### config.mk
export PLATFORM = sky130hd
export DESIGN_NAME = evt_irq_agg
export DESIGN_NICKNAME = d
export VERILOG_FILES = /design/src/rtl/evt_irq_pkg.sv /design/src/rtl/evt_irq_decode.sv /design/src/rtl/evt_irq_regsel.sv /design/src/rtl/evt_irq_bank.sv /design/src/rtl/evt_irq_agg.sv
export SDC_FILE = /design/constraint.sdc
export NUM_CORES = 1
export LEC_CHECK = 0
export CAP_MARGIN = 20
export CORE_MARGIN = 3
export CORE_UTILIZATION = 55
export CTS_BUF_LIST = sky130_fd_sc_hd__clkbuf_4 sky130_fd_sc_hd__clkbuf_8
export DETAILED_ROUTE_END_ITERATION = 6
export DONT_BUFFER_PORTS = 1
export GPL_ROUTABILITY_DRIVEN = 0
export PLACE_DENSITY = 0.7
export RECOVER_POWER = 100
export SLEW_MARGIN = 20
export SYNTH_ARGS = -nofsm -noshare
export SYNTH_HDL_FRONTEND = slang
export SYNTH_HIERARCHICAL = 1
export SYNTH_SLANG_ARGS = --single-unit
### constraint.sdc
create_clock -name clk -period 2.92 [get_ports clk]
set_clock_uncertainty 0.05 [all_clocks]
set_input_delay 0.292 -clock clk [delete_from_list [all_inputs] [get_ports clk]]
set_output_delay 0.292 -clock clk [all_outputs]
set_load 0.01 [all_outputs]
### src/rtl/evt_irq_pkg.sv
package evt_irq_pkg;

    // number of interrupt lines, one mask word per line per bank
    localparam int LINE_CNT = 3;

    // register kind selected by bus_addr[3:2]
    typedef enum logic [1:0] {
        RK_PEND   = 2'd0,
        RK_MASK_A = 2'd1,
        RK_MASK_B = 2'd2,
        RK_MASK_C = 2'd3
    } reg_kind_e;

endpackage

### src/rtl/evt_irq_decode.sv
// Turns an event code into per-bank set vectors.
module evt_irq_decode #(
    parameter int BANK_W    = 32,
    parameter int NUM_BANKS = 3,
    localparam int BIT_W    = $clog2(BANK_W),
    localparam int CODE_W   = BIT_W + 2
) (
    input  logic                                evt_valid,
    input  logic [CODE_W-1:0]                   evt_code,
    output logic [NUM_BANKS-1:0][BANK_W-1:0]    set_vec
);
    logic [1:0]       bank_sel;
    logic [BIT_W-1:0] bit_sel;
    logic [BANK_W-1:0] one_hot;

    assign bank_sel = evt_code[CODE_W-1 -: 2];
    assign bit_sel  = evt_code[BIT_W-1:0];

    always_comb begin
        one_hot = '0;
        one_hot[bit_sel] = 1'b1;
    end

    for (genvar b = 0; b < NUM_BANKS; b++) begin : g_bank
        assign set_vec[b] = (evt_valid && (bank_sel == 2'(b))) ? one_hot : '0;
    end
endmodule

### src/rtl/evt_irq_regsel.sv
// Decodes the word address into per-bank write strobes and a mapped flag.
module evt_irq_regsel
    import evt_irq_pkg::*;
#(
    parameter int NUM_BANKS = 3
) (
    input  logic                                  bus_we,
    input  logic [3:0]                            bus_addr,
    output reg_kind_e                             kind,
    output logic [1:0]                            bank_idx,
    output logic                                  mapped,
    output logic [NUM_BANKS-1:0]                  clr_we,
    output logic [NUM_BANKS-1:0][LINE_CNT-1:0]    mask_we
);
    localparam logic [1:0] BANK_LIM = 2'(NUM_BANKS);

    assign kind     = reg_kind_e'(bus_addr[3:2]);
    assign bank_idx = bus_addr[1:0];
    assign mapped   = (bank_idx < BANK_LIM);

    for (genvar b = 0; b < NUM_BANKS; b++) begin : g_bank
        logic hit;
        assign hit       = bus_we && (bank_idx == 2'(b));
        assign clr_we[b] = hit && (kind == RK_PEND);
        for (genvar l = 0; l < LINE_CNT; l++) begin : g_line
            assign mask_we[b][l] = hit && (kind == reg_kind_e'(l + 1));
        end
    end
endmodule

### src/rtl/evt_irq_bank.sv
// One pending word with its three mask words.
module evt_irq_bank
    import evt_irq_pkg::*;
#(
    parameter int BANK_W = 32
) (
    input  logic                              clk,
    input  logic                              rst_n,
    input  logic [BANK_W-1:0]                 set_bits,
    input  logic                              clr_we,
    input  logic [LINE_CNT-1:0]               mask_we,
    input  logic [BANK_W-1:0]                 wdata,
    output logic [BANK_W-1:0]                 pend_q_o,
    output logic [LINE_CNT-1:0][BANK_W-1:0]   mask_q_o,
    output logic [LINE_CNT-1:0]               hit_d_o
);
    typedef struct packed {
        logic [BANK_W-1:0]               pend;
        logic [LINE_CNT-1:0][BANK_W-1:0] mask;
    } bank_st_t;

    bank_st_t st_d, st_q;

    always_comb begin
        st_d = st_q;
        // clear first, then set: an event beats a same-cycle clear
        if (clr_we) begin
            st_d.pend = st_q.pend & ~wdata;
        end
        st_d.pend = st_d.pend | set_bits;
        for (int l = 0; l < LINE_CNT; l++) begin
            if (mask_we[l]) begin
                st_d.mask[l] = wdata;
            end
        end
        for (int l = 0; l < LINE_CNT; l++) begin
            hit_d_o[l] = |(st_d.pend & st_d.mask[l]);
        end
    end

    always_ff @(posedge clk or negedge rst_n) begin
        if (!rst_n) begin
            st_q <= '0;
        end else begin
            st_q <= st_d;
        end
    end

    assign pend_q_o = st_q.pend;
    assign mask_q_o = st_q.mask;
endmodule

### src/rtl/evt_irq_agg.sv
module evt_irq_agg
    import evt_irq_pkg::*;
#(
    parameter int BANK_W    = 32,
    parameter int NUM_BANKS = 3,
    localparam int CODE_W   = $clog2(BANK_W) + 2
) (
    input  logic              clk,
    input  logic              rst_n,
    input  logic              evt_valid,
    input  logic [CODE_W-1:0] evt_code,
    input  logic              bus_we,
    input  logic [3:0]        bus_addr,
    input  logic [BANK_W-1:0] bus_wdata,
    output logic [BANK_W-1:0] bus_rdata,
    output logic              irq_hi,
    output logic              irq_mid,
    output logic              irq_lo
);
    logic [NUM_BANKS-1:0][BANK_W-1:0]               set_vec;
    logic [NUM_BANKS-1:0][BANK_W-1:0]               pend_all;
    logic [NUM_BANKS-1:0][LINE_CNT-1:0][BANK_W-1:0] mask_all;
    logic [NUM_BANKS-1:0][LINE_CNT-1:0]             hit_d;
    logic [NUM_BANKS-1:0]                           clr_we;
    logic [NUM_BANKS-1:0][LINE_CNT-1:0]             mask_we;
    reg_kind_e                                      kind;
    logic [1:0]                                     bank_idx;
    logic                                           mapped;

    typedef struct packed {
        logic [LINE_CNT-1:0] irq;
    } out_st_t;

    out_st_t out_d, out_q;

    evt_irq_decode #(.BANK_W(BANK_W), .NUM_BANKS(NUM_BANKS)) decode_i (
        .evt_valid (evt_valid),
        .evt_code  (evt_code),
        .set_vec   (set_vec)
    );

    evt_irq_regsel #(.NUM_BANKS(NUM_BANKS)) regsel_i (
        .bus_we   (bus_we),
        .bus_addr (bus_addr),
        .kind     (kind),
        .bank_idx (bank_idx),
        .mapped   (mapped),
        .clr_we   (clr_we),
        .mask_we  (mask_we)
    );

    for (genvar b = 0; b < NUM_BANKS; b++) begin : g_bank
        evt_irq_bank #(.BANK_W(BANK_W)) bank_i (
            .clk      (clk),
            .rst_n    (rst_n),
            .set_bits (set_vec[b]),
            .clr_we   (clr_we[b]),
            .mask_we  (mask_we[b]),
            .wdata    (bus_wdata),
            .pend_q_o (pend_all[b]),
            .mask_q_o (mask_all[b]),
            .hit_d_o  (hit_d[b])
        );
    end

    // line levels: OR across every bank of the next-state hits
    always_comb begin
        out_d = '0;
        for (int b = 0; b < NUM_BANKS; b++) begin
            out_d.irq = out_d.irq | hit_d[b];
        end
    end

    always_ff @(posedge clk or negedge rst_n) begin
        if (!rst_n) begin
            out_q <= '0;
        end else begin
            out_q <= out_d;
        end
    end

    // read mux from current state
    always_comb begin
        bus_rdata = '0;
        if (mapped) begin
            if (kind == RK_PEND) begin
                bus_rdata = pend_all[bank_idx];
            end else begin
                bus_rdata = mask_all[bank_idx][2'(kind) - 2'd1];
            end
        end
    end

    assign irq_hi  = out_q.irq[0];
    assign irq_mid = out_q.irq[1];
    assign irq_lo  = out_q.irq[2];
endmodule

==> results_dict.tcl <==
set metrics [dict create \
    wl_met3_um 9350 \
    syn2layout_area_growth_pct 13.1 \
    die_h_um 202 \
    drv_cap 0 \
    rows 70 \
    failed_checks "negative hold slack, negative setup slack" \
    final-hold-violation-count 387 \
    synth_common_cells "dfrtp_1, mux2_2, o21ai_0" \
    start_util 0.566 \
    hold_buffers 34 \
    worstMarginPinSlew_ns 1.06 \
    ys.flop_type "dfrtp_1" \
    ff2ff_path_depth 8 \
    clockPowerShare 0.319 \
    vias 17800 \
    grt_pass1_vias 17600 \
    hp-class "input pin to async pin" \
    ys_ff_latch 387 \
    cts-buffers-inserted 68 \
    viasPerCell 6.86 \
    fin_ws_ns -0.0598 \
    overflow 0 \
    hpwl_um 51500 \
    rrSetupSlack_ns 0.20 \
    wl_met2_um 33300 \
    yosys-top-cells-area "dfrtp_1, mux2_2, mux2i_1" \
    synth_edf_count 0 \
    die_x_um 202 \
    drt-wirelength-per-cell_um 29.4 \
    final_util 0.640 \
    synthMostInstantiatedCell "dfrtp_1" \
    pwr-share-seq 0.443 \
    intPower_mw 11.0 \
    path_cells "nand2b_1 > nor2_1 > clkbuf_1 > clkbuf_1 > mux2_2 > a22o_1 > a2111oi_0 > buf_4 > nand4_1 > or3_1" \
    setup_viol_count_final 1 \
    cts.sink_count 387 \
    status "complete, but fails checks" \
    clk_latency_ns 0.64 \
    p_leak_nw 10.4 \
    multiInputGateArea_um2 10200 \
    cpMostUsedCell "clkbuf_1" \
    io-pin-count 82 \
    synth_nets 1945 \
    holdWs_ns -0.676 \
    yosysWarnings 6 \
    maxSlewHeadroom 0.296 \
    dr.max_layer_used "met4" \
    drtIter0Drc 2139 \
    synth.avg_cell_area_um2 11.1 \
    crit_fanout 105 \
    crit_type "input pin to register" \
    dieArea_um2 40600 \
    final_antenna_net_count 0 \
    coreArea_um2 37100 \
    cp-end-kind "register" \
    synthDominantCellAreaShare 0.461 \
    cts_tree "yes" \
    swShare 0.311 \
    critPathMaxStageDelay_ns 0.62 \
    crit_arrival_ns 3.42 \
    clock_path_buffers 3 \
    postCtsSetupRepairBufs 0 \
    drc 0 \
    p_comb_frac 0.239 \
    place_area_um2 22500 \
    nNetsFinal 2089 \
    ir_drop_mv 0.416 \
    fill_cells 3018 \
    switching_power_mw 4.96 \
    cts_max_level 3 \
    antenna_found_initial 3 \
    first_pass_iters 5 \
    critPathLaunchType "input pin" \
    synthDistinctLibCells 53 \
    final_area_um2 23800 \
    place_ws_ns -0.385 \
    netlist_instances 1897 \
    drt-met1-wl_um 29800 \
    reg2reg_from "g_bank[1].bank_i/pend_q_o[6]$_DFF_PN0_" \
    drv_slew 0 \
    fmax_mhz 336 \
    period_needed_ns 2.98 \
    seqCellArea_um2 9680 \
    cp.required_ns 3.36 \
    grt_usage 0.368 \
    cpMaxStageDelayCell "a2111oi_0" \
    grt_max_degree 388 \
    synth_area_leader_cell "dfrtp_1" \
    grt_pass1_wl_um 113000 \
    root_buffer "clkbuf_8" \
    routed_wirelength_um 76200 \
    rsz0062_at_grt "no" \
    synthArstFlopShare 1.00 \
    powerDensity_nw_per_um2 672 \
    clk_pin_slew_ns 0.06 \
    drive_gt1_frac 0.217 \
    seq_area_frac_synth 0.461 \
    io_buffers 0 \
    r2r_end "out_q[2]$_DFF_PN0_" \
    post-route-period-util 1.02 \
    syn_area_um2 21000 \
]
-- stage by stage --
stage	power, mW	setup TNS [ns]	cells
finish	16.0	-0.0598	2590
global route	16.6	0	2588
CTS	16.1	0	2587
detailed placement	10.9	-1.13	2441
global placement	10.8	-1.14	2441
floorplan	9.42	0	1897
-- layout make-up --
type                    count  area share
clock inverters             9     0.00247
multi-input cells        1301       0.427
flip-flops and latches    387       0.407
diodes                      3    0.000316
clock buffers             103      0.0543
inverters                  77      0.0123
well taps                 504      0.0265
repair buffers            206      0.0701
-- critical path, delay by kind of cell --
kind | cells | cell delay [ns]
compound gates | 2 | 0.88
buf+inv | 3 | 0.79
mux | 1 | 0.37
simple gates | 4 | 1.03
-- cell families (layout without fill, tap and decap cells) --
family | after synthesis | in the layout | synth area share
AO/OA/AOI/OAI | 535 | 535 | 0.187
adder cells (fa/ha/maj) | 1 | 1 | 0.000595
buffers and inverters | 209 | 395 | 0.0524
flip-flops | 387 | 387 | 0.461
multiplexers | 385 | 385 | 0.202
other | 0 | 3 | 0
AND/OR/NAND/NOR | 380 | 380 | 0.0972
-- per-layer routing --
| layer | global-route usage | vias up |
|---|---|---|
| li1 | - | 7416 |
| met1 | 0.507 | 8893 |
| met2 | 0.544 | 1200 |
| met3 | 0.106 | 254 |
| met4 | 0.162 | 0 |
| met5 | 0 | - |
-- power groups by stage --
stage          Clock (mW)  Sequential [mW]  Combinational, mW
2_1_floorplan           0             6.91               2.51
3_3_place_gp            0             7.08               3.68
3_5_place_dp            0             7.13               3.75
4_1_cts              5.14             7.05               3.87
5_1_grt              5.38             7.16               4.03
6_report             5.09             7.07               3.81
-- flip-flops by register name (all words and copies together) (netlist names) --
signal and count:
g_bank.bank_i/mask_q_o 288, g_bank.bank_i/pend_q_o 96, out_q 3
-- placed cells by master (no fill, tap or decap), types with 7 or more instances in the layout --
cell type        n
nor2_2          10
a2111oi_0       11
o2bb2ai_1       31
mux2_2         121
or2_2           48
a22o_1          27
o21ai_0        195
dfrtp_1        387
mux2i_1        101
or3_1           34
a221o_1         31
a21oi_1         13
nand4bb_1        9
nor2_1         131
a221oi_2         7
a21boi_0        75
nor4bb_1        12
a221oi_1        25
dlygate4sd3_1   34
clkbuf_4        28
buf_4          111
nand4_1         46
buf_12          14
o211ai_1        31
clkbuf_1        37
inv_1           74
o221ai_1        62
clkbuf_8        83
mux2_1         156
nand2_1         52
-- how the worst max path moves through the flow --
stage                              end   startpoint
finish              out_q[0]$_DFF_PN0_  bus_addr[0]
detailed placement  out_q[1]$_DFF_PN0_  bus_addr[3]
CTS                 out_q[1]$_DFF_PN0_  bus_addr[3]
floorplan           out_q[1]$_DFF_PN0_  bus_addr[2]
global route        out_q[2]$_DFF_PN0_  bus_addr[3]
global placement    out_q[1]$_DFF_PN0_  bus_addr[3]
-- timing repair --
item	in CTS	in global routing
endpoints found under the hold margin	720	387
gates resized for setup	0	1
endpoints found under the setup margin	0	1
(Power assumes the default switching activity.)
